### config.mk
export PLATFORM = sky130hd
export DESIGN_NAME = crypto_ctrl_reg
export DESIGN_NICKNAME = d
export VERILOG_FILES = /design/src/rtl/ccr_pkg.sv /design/src/rtl/ccr_rst_sync.sv /design/src/rtl/ccr_write_gate.sv /design/src/rtl/ccr_enable_ctrl.sv /design/src/rtl/crypto_ctrl_reg.sv
export SDC_FILE = /design/constraint.sdc
export NUM_CORES = 1
export LEC_CHECK = 0
export BUFFER_PORTS_ARGS = -buffer_cell sky130_fd_sc_hd__buf_2
export CORE_MARGIN = 2
export CORE_UTILIZATION = 39
export DETAILED_ROUTE_END_ITERATION = 8
export GPL_TIMING_DRIVEN = 1
export PLACE_DENSITY = 0.8
export SLEW_MARGIN = 5
export SYNTH_ARGS = -nofsm -noshare
export SYNTH_HDL_FRONTEND = slang
export SYNTH_SLANG_ARGS = --single-unit
### constraint.sdc
create_clock -name clk -period 0.9 [get_ports clk]
set_input_delay 0.045 -clock clk [delete_from_list [all_inputs] [get_ports clk]]
set_output_delay 0.045 -clock clk [all_outputs]
set_load 0.02 [all_outputs]
### src/rtl/ccr_pkg.sv
package ccr_pkg;
  localparam int PAD_W   = 4;
  localparam int MODE_W  = 2;
  localparam int CHAIN_W = 3;
  localparam int PHASE_W = 2;
  localparam int SWAP_W  = 2;

  // bit positions inside the configuration word
  localparam int B_EN    = 0;
  localparam int B_MODE  = 1;
  localparam int B_CHAIN = B_MODE + MODE_W;
  localparam int B_PHASE = B_CHAIN + CHAIN_W;
  localparam int B_SWAP  = B_PHASE + PHASE_W;
  localparam int B_KSIZE = B_SWAP + SWAP_W;
  localparam int B_DIN   = B_KSIZE + 1;
  localparam int B_DOUT  = B_DIN + 1;
  localparam int B_PAD   = B_DOUT + 1;
  localparam int B_TOP   = B_PAD + PAD_W;
  localparam int B_SRST  = 31;

  localparam logic [MODE_W-1:0]  MODE_KDER  = 2'd1;
  localparam logic [CHAIN_W-1:0] CHAIN_AUTH = 3'd3;
  localparam logic [PHASE_W-1:0] PHASE_INIT = 2'd0;

  typedef struct packed {
    logic [PAD_W-1:0]   pad;
    logic               dma_out;
    logic               dma_in;
    logic               key256;
    logic [SWAP_W-1:0]  swap;
    logic [PHASE_W-1:0] phase;
    logic [CHAIN_W-1:0] chain;
    logic [MODE_W-1:0]  mode;
  } cfg_t;
endpackage

### src/rtl/ccr_rst_sync.sv
module ccr_rst_sync #(
  parameter int STAGES = 2
) (
  input  logic clk,
  input  logic rst_n,
  output logic rst_sync_n
);
  logic [STAGES-1:0] chain_q;

  always_ff @(posedge clk or negedge rst_n) begin
    if (!rst_n) chain_q <= '0;
    else        chain_q <= {chain_q[STAGES-2:0], 1'b1};
  end

  assign rst_sync_n = chain_q[STAGES-1];
endmodule

### src/rtl/ccr_write_gate.sv
module ccr_write_gate (
  input  logic busy,
  input  logic en_q,
  input  logic wr_en_bit,
  output logic lock_ok
);
  // locked fields accept a write only when idle and not held enabled
  always_comb begin
    lock_ok = 1'b1;
    if (busy)                lock_ok = 1'b0;
    if (en_q && wr_en_bit)   lock_ok = 1'b0;
  end
endmodule

### src/rtl/ccr_enable_ctrl.sv
module ccr_enable_ctrl
  import ccr_pkg::*;
(
  input  logic               clk,
  input  logic               rst_n,
  input  logic               wr_en,
  input  logic               wr_en_bit,
  input  logic               key_valid,
  input  logic               srst_d,
  input  logic               prep_done,
  input  logic               init_done,
  input  logic [MODE_W-1:0]  mode_q,
  input  logic [CHAIN_W-1:0] chain_q,
  input  logic [PHASE_W-1:0] phase_q,
  output logic               en_q,
  output logic               reinit_q
);
  logic en_d, reinit_d, hw_clear, step;

  always_comb begin
    hw_clear = (prep_done && mode_q == MODE_KDER) ||
               (init_done && chain_q == CHAIN_AUTH && phase_q == PHASE_INIT);
    en_d = en_q;
    if (srst_d)        en_d = 1'b0;
    else if (hw_clear) en_d = 1'b0;
    else if (wr_en)    en_d = wr_en_bit & key_valid;
    reinit_d = en_d & ~en_q;
    step     = (en_d != en_q) || reinit_q;
  end

  always_ff @(posedge clk or negedge rst_n) begin
    if (!rst_n) begin
      en_q     <= 1'b0;
      reinit_q <= 1'b0;
    end else if (step) begin
      en_q     <= en_d;
      reinit_q <= reinit_d;
    end
  end
endmodule

### src/rtl/crypto_ctrl_reg.sv
module crypto_ctrl_reg
  import ccr_pkg::*;
#(
  parameter int DATA_W = 32
) (
  input  logic               clk,
  input  logic               rst_n,
  input  logic               wr_en,
  input  logic [DATA_W-1:0]  wr_data,
  output logic [DATA_W-1:0]  rd_data,
  input  logic               busy,
  input  logic               key_valid,
  input  logic               prep_done,
  input  logic               init_done,
  output logic               cfg_en,
  output logic [MODE_W-1:0]  cfg_mode,
  output logic [CHAIN_W-1:0] cfg_chain,
  output logic [PHASE_W-1:0] auth_phase,
  output logic [SWAP_W-1:0]  cfg_swap,
  output logic               cfg_key256,
  output logic               cfg_dma_in,
  output logic               cfg_dma_out,
  output logic [PAD_W-1:0]   cfg_pad,
  output logic               chain_err,
  output logic               reinit,
  output logic               soft_rst
);
  logic rst_i_n, lock_ok, srst_q, srst_d, en_q, reinit_q;
  cfg_t cfg_q, cfg_d;
  logic unused_wr_bits;

  assign unused_wr_bits = ^wr_data[B_SRST-1:B_TOP];

  ccr_rst_sync #(.STAGES(2)) i_rst_sync (
    .clk(clk), .rst_n(rst_n), .rst_sync_n(rst_i_n)
  );

  ccr_write_gate i_gate (
    .busy(busy), .en_q(en_q), .wr_en_bit(wr_data[B_EN]), .lock_ok(lock_ok)
  );

  ccr_enable_ctrl i_en (
    .clk(clk), .rst_n(rst_i_n), .wr_en(wr_en), .wr_en_bit(wr_data[B_EN]),
    .key_valid(key_valid), .srst_d(srst_d), .prep_done(prep_done),
    .init_done(init_done), .mode_q(cfg_q.mode), .chain_q(cfg_q.chain),
    .phase_q(cfg_q.phase), .en_q(en_q), .reinit_q(reinit_q)
  );

  // next-state of the stored fields
  always_comb begin
    cfg_d  = cfg_q;
    srst_d = srst_q;
    if (wr_en) begin
      srst_d = wr_data[B_SRST];
      if (lock_ok) begin
        cfg_d.mode   = wr_data[B_MODE  +: MODE_W];
        cfg_d.chain  = wr_data[B_CHAIN +: CHAIN_W];
        cfg_d.swap   = wr_data[B_SWAP  +: SWAP_W];
        cfg_d.key256 = wr_data[B_KSIZE];
      end
      cfg_d.phase   = wr_data[B_PHASE +: PHASE_W];
      cfg_d.pad     = wr_data[B_PAD   +: PAD_W];
      cfg_d.dma_in  = wr_data[B_DIN]  && (cfg_d.mode != MODE_KDER);
      cfg_d.dma_out = wr_data[B_DOUT] && (cfg_d.mode != MODE_KDER);
    end
    if (srst_d) cfg_d = '0;
  end

  always_ff @(posedge clk or negedge rst_i_n) begin
    if (!rst_i_n) begin
      cfg_q  <= '0;
      srst_q <= 1'b0;
    end else if (wr_en) begin
      cfg_q  <= cfg_d;
      srst_q <= srst_d;
    end
  end

  always_comb begin
    rd_data                      = '0;
    rd_data[B_EN]                = en_q;
    rd_data[B_MODE  +: MODE_W]   = cfg_q.mode;
    rd_data[B_CHAIN +: CHAIN_W]  = cfg_q.chain;
    rd_data[B_PHASE +: PHASE_W]  = cfg_q.phase;
    rd_data[B_SWAP  +: SWAP_W]   = cfg_q.swap;
    rd_data[B_KSIZE]             = cfg_q.key256;
    rd_data[B_DIN]               = cfg_q.dma_in;
    rd_data[B_DOUT]              = cfg_q.dma_out;
    rd_data[B_PAD   +: PAD_W]    = cfg_q.pad;
    rd_data[B_SRST]              = srst_q;
  end

  assign cfg_en      = en_q;
  assign cfg_mode    = cfg_q.mode;
  assign cfg_chain   = cfg_q.chain;
  assign auth_phase  = (cfg_q.chain == CHAIN_AUTH) ? cfg_q.phase : PHASE_INIT;
  assign cfg_swap    = cfg_q.swap;
  assign cfg_key256  = cfg_q.key256;
  assign cfg_dma_in  = cfg_q.dma_in;
  assign cfg_dma_out = cfg_q.dma_out;
  assign cfg_pad     = cfg_q.pad;
  assign chain_err   = cfg_q.chain[CHAIN_W-1];
  assign reinit      = reinit_q;
  assign soft_rst    = srst_q;
endmodule

==> impl_metrics.toml <==
[final_layout]
fin_util = 0.762
final_cells = 232
layout-drive-gt1-share = 0.602
syn_to_final_growth_pct = 85.2
fillers = 149
final_net_count = 242
n_antenna_cell = 0
seq_area_sq_um = 529
multi_input_area_sq_um = 468

[critical_path]
crit_arrival_ns = 2.02
endpoint_kind = "flip-flop"
cpPeakStageDelay_ns = 0.45
path_class = "flip-flop to flip-flop"
startpoint_type = "flip-flop"
crit_fanout = 2
worstPathRequired_ns = 1.12
path_cells = "and3b_1 -> nand3_1 -> and3_4 -> ha_4 -> nor2b_4 -> mux2_4"
critPathSlowestCell = "dfrtp_2"
cp_num_buf_inv = 0
crit_family = "simple AND/OR/NAND/NOR gates"

[routing]
vias = 1193
post_drt_wl_per_cell_microns = 20.4
antenna_left = 0
drtIter0Drc = 74
finalWirelength_mm = 4.74
dr.pass1.iters = 4
vias_per_cell = 5.14
drcViolationCount = 0

[sta]
final_hold_viol_count = 0
post-route-period-util = 2.00
fin_skew_ns = 0.00253
final.setup.worst_slack_ns = -0.900
final.min_clock_period_ns = 1.80
slew_viol_final = 0
rsz0062_at_grt = "yes"
setup-violations-final = 53
max_freq_mhz = 556

[logic_synthesis]
yosysTopAreaCell = "dfrtp_1"
synthCells = 102
synth_ff_type = "dfrtp_1"
synth_top_area_share = 0.463
ys_ff_latch = 21
yosysSeqAreaShare = 0.463
synth.area.top_cells = "dfrtp_1 46%, buf_4 21%, a22o_1 7.7%"
synth-edff-count = 0
synth_cell_types = 26
async_flop_share = 1.00
synth_area_sq_um = 1130
syn_area_per_cell_sq_um = 11.1
ys_warn_count = 0

[grt]
grt_usage = 0.245
grt_pass1_vias = 1194
grt_pass1_wl_mm = 5.93
grt_remaining_overflow = 0
grt_max_degree = 20
antenna_found_initial = 0

[clock_tree]
clock-root-buffer = "clkbuf_4"
clock_sinks = 21
clock_latency_ns = 0.32
cts_max_level = 1
numCtsBuffers = 3
cts_tree = "done"
clockBufferDepth = 2
clk_pin_slew_ns = 0.14

[pwr]
ir_drop_v = 0.00119
leakage_nw = 1.09
p_per_area_nw_per_um2 = 1600

[placed_design]
gp_congestion = 0.810
place_ws_ns = -0.812
dp_cells = 193
portBuffers = 62
dp_hpwl_mm = 1.99

[floorplan]
die-area_sq_um = 3360
fp.dieW_microns = 57.9
initial_core_util = 0.412
num_rows = 19
pin_count = 91
die_y_microns = 57.9
coreArea_sq_um = 2760

[run]
drv_cap = 0

[run_status]
violations = "setup timing"
status = "finished with violations"

[hold_path]
hold_path.class = "input pin to asynchronous set/reset pin"
power by group:
group,internal [mW],switching [mW],total [mW]
sequential,1.04,0.112,1.16
clock,0.174,0.343,0.517
combinational,0.911,0.779,1.69
sequential cells by signal, summed over array words and instances, names as in the netlist, 2 cells and up:
register / cells
cfg_pad: 4
cfg_chain: 3
cfg_mode: 2
cfg_swap: 2
i_rst_sync.chain_q: 2
rd_data: 2
cell families after synthesis:
group,Yosys count,synth area share
mux,2,0.0198
other cells,2,0.00662
flops,21,0.463
buf+inv,36,0.233
simple gates,19,0.106
fa+ha+maj,1,0.0110
compound gates,21,0.161
what timing repair did:
action / 4_1_cts / 5_1_grt
hold endpoints to repair: 18 / 0
gates resized for setup: 87 / 13
pin swaps: 14 / 4
endpoints found under the setup margin: 51 / 52
setup buffers: 14 / 12
hold buffers: 17 / 0
cells in the final DEF, fill, tap and decap left out, types with 2 or more instances in the layout:
cell	count
dfrtp_2	3
mux2_4	2
clkbuf_4	3
o2bb2ai_1	5
a22o_1	10
nand4b_1	2
dlygate4sd3_1	17
buf_4	24
buf_6	49
conb_1	15
nand2_1	6
buf_2	26
nor2b_4	3
dfrtp_1	18
stage by stage:
| stage | power, mW | hold WS (ns) | instance area, sq um | TNS, ns |
|---|---|---|---|---|
| global placement | 2.07 | -0.170 | 1440 | -4.90 |
| detailed placement | 2.11 | -0.169 | 1440 | -5.32 |
| floorplan | 1.87 | -0.251 | 1210 | -4.74 |
| global route | 3.46 | 0.00409 | 2100 | -13.31 |
| finish | 3.36 | 0.0194 | 2100 | -12.12 |
| CTS | 3.06 | 0.0352 | 2030 | -9.10 |
layer usage:
| metal | vias up | part of all wire | global-route usage | wire length, microns |
|---|---|---|---|---|
| met5 | - | 0 | 0 | 0 |
| met2 | 87 | 0.51 | 0.471 | 2430 |
| met4 | 0 | 0.055 | 0.133 | 261 |
| met1 | 579 | 0.34 | 0.239 | 1630 |
| li1 | 505 | - | - | - |
| met3 | 22 | 0.087 | 0.0558 | 410 |
cell usage after synthesis, drive strengths merged (2+ instances only):
master / number
inv: 2
nand2: 6
a22o: 10
buf: 34
mux2: 2
conb: 2
nand4b: 2
o2bb2ai: 6
o21ai: 2
nor2b: 3
and2: 2
dfrtp: 21
worst reg2reg max path: stages, from the launching register on:
cell,delay [ns]
dfrtp_2,0.45
and3b_1,0.26
nand3_1,0.09
and3_4,0.17
ha_4,0.26
nor2b_4,0.16
mux2_4,0.31
area by class of cell:
class,instances,share of cell area
Sequential cell,21,0.252
Inverter,2,0.00357
Clock buffer,4,0.0125
Tap cell,31,0.0185
Multi-Input combinational cell,58,0.223
Timing Repair Buffer,116,0.491
worst paths after layout:
| path | start | end | slack (ns) | cells after the start |
|---|---|---|---|---|
| max | cfg_chain[2] | i_en.en_q | -0.90 | 6 |
| min | rst_n | i_rst_sync.chain_q[1] | 0.02 | 2 |
| max reg2reg | cfg_chain[2] | i_en.en_q | -0.90 | 6 |
| min reg2reg | i_rst_sync.chain_q[1] | rd_data[7] | 0.25 | 1 |
| max in group asynchronous | i_rst_sync.chain_q[1] | cfg_mode[0] | 0.43 | 1 |
| min in group clk | wr_data[31] | rd_data[6] | 0.13 | 3 |
Power figures use the tool's default switching activity.
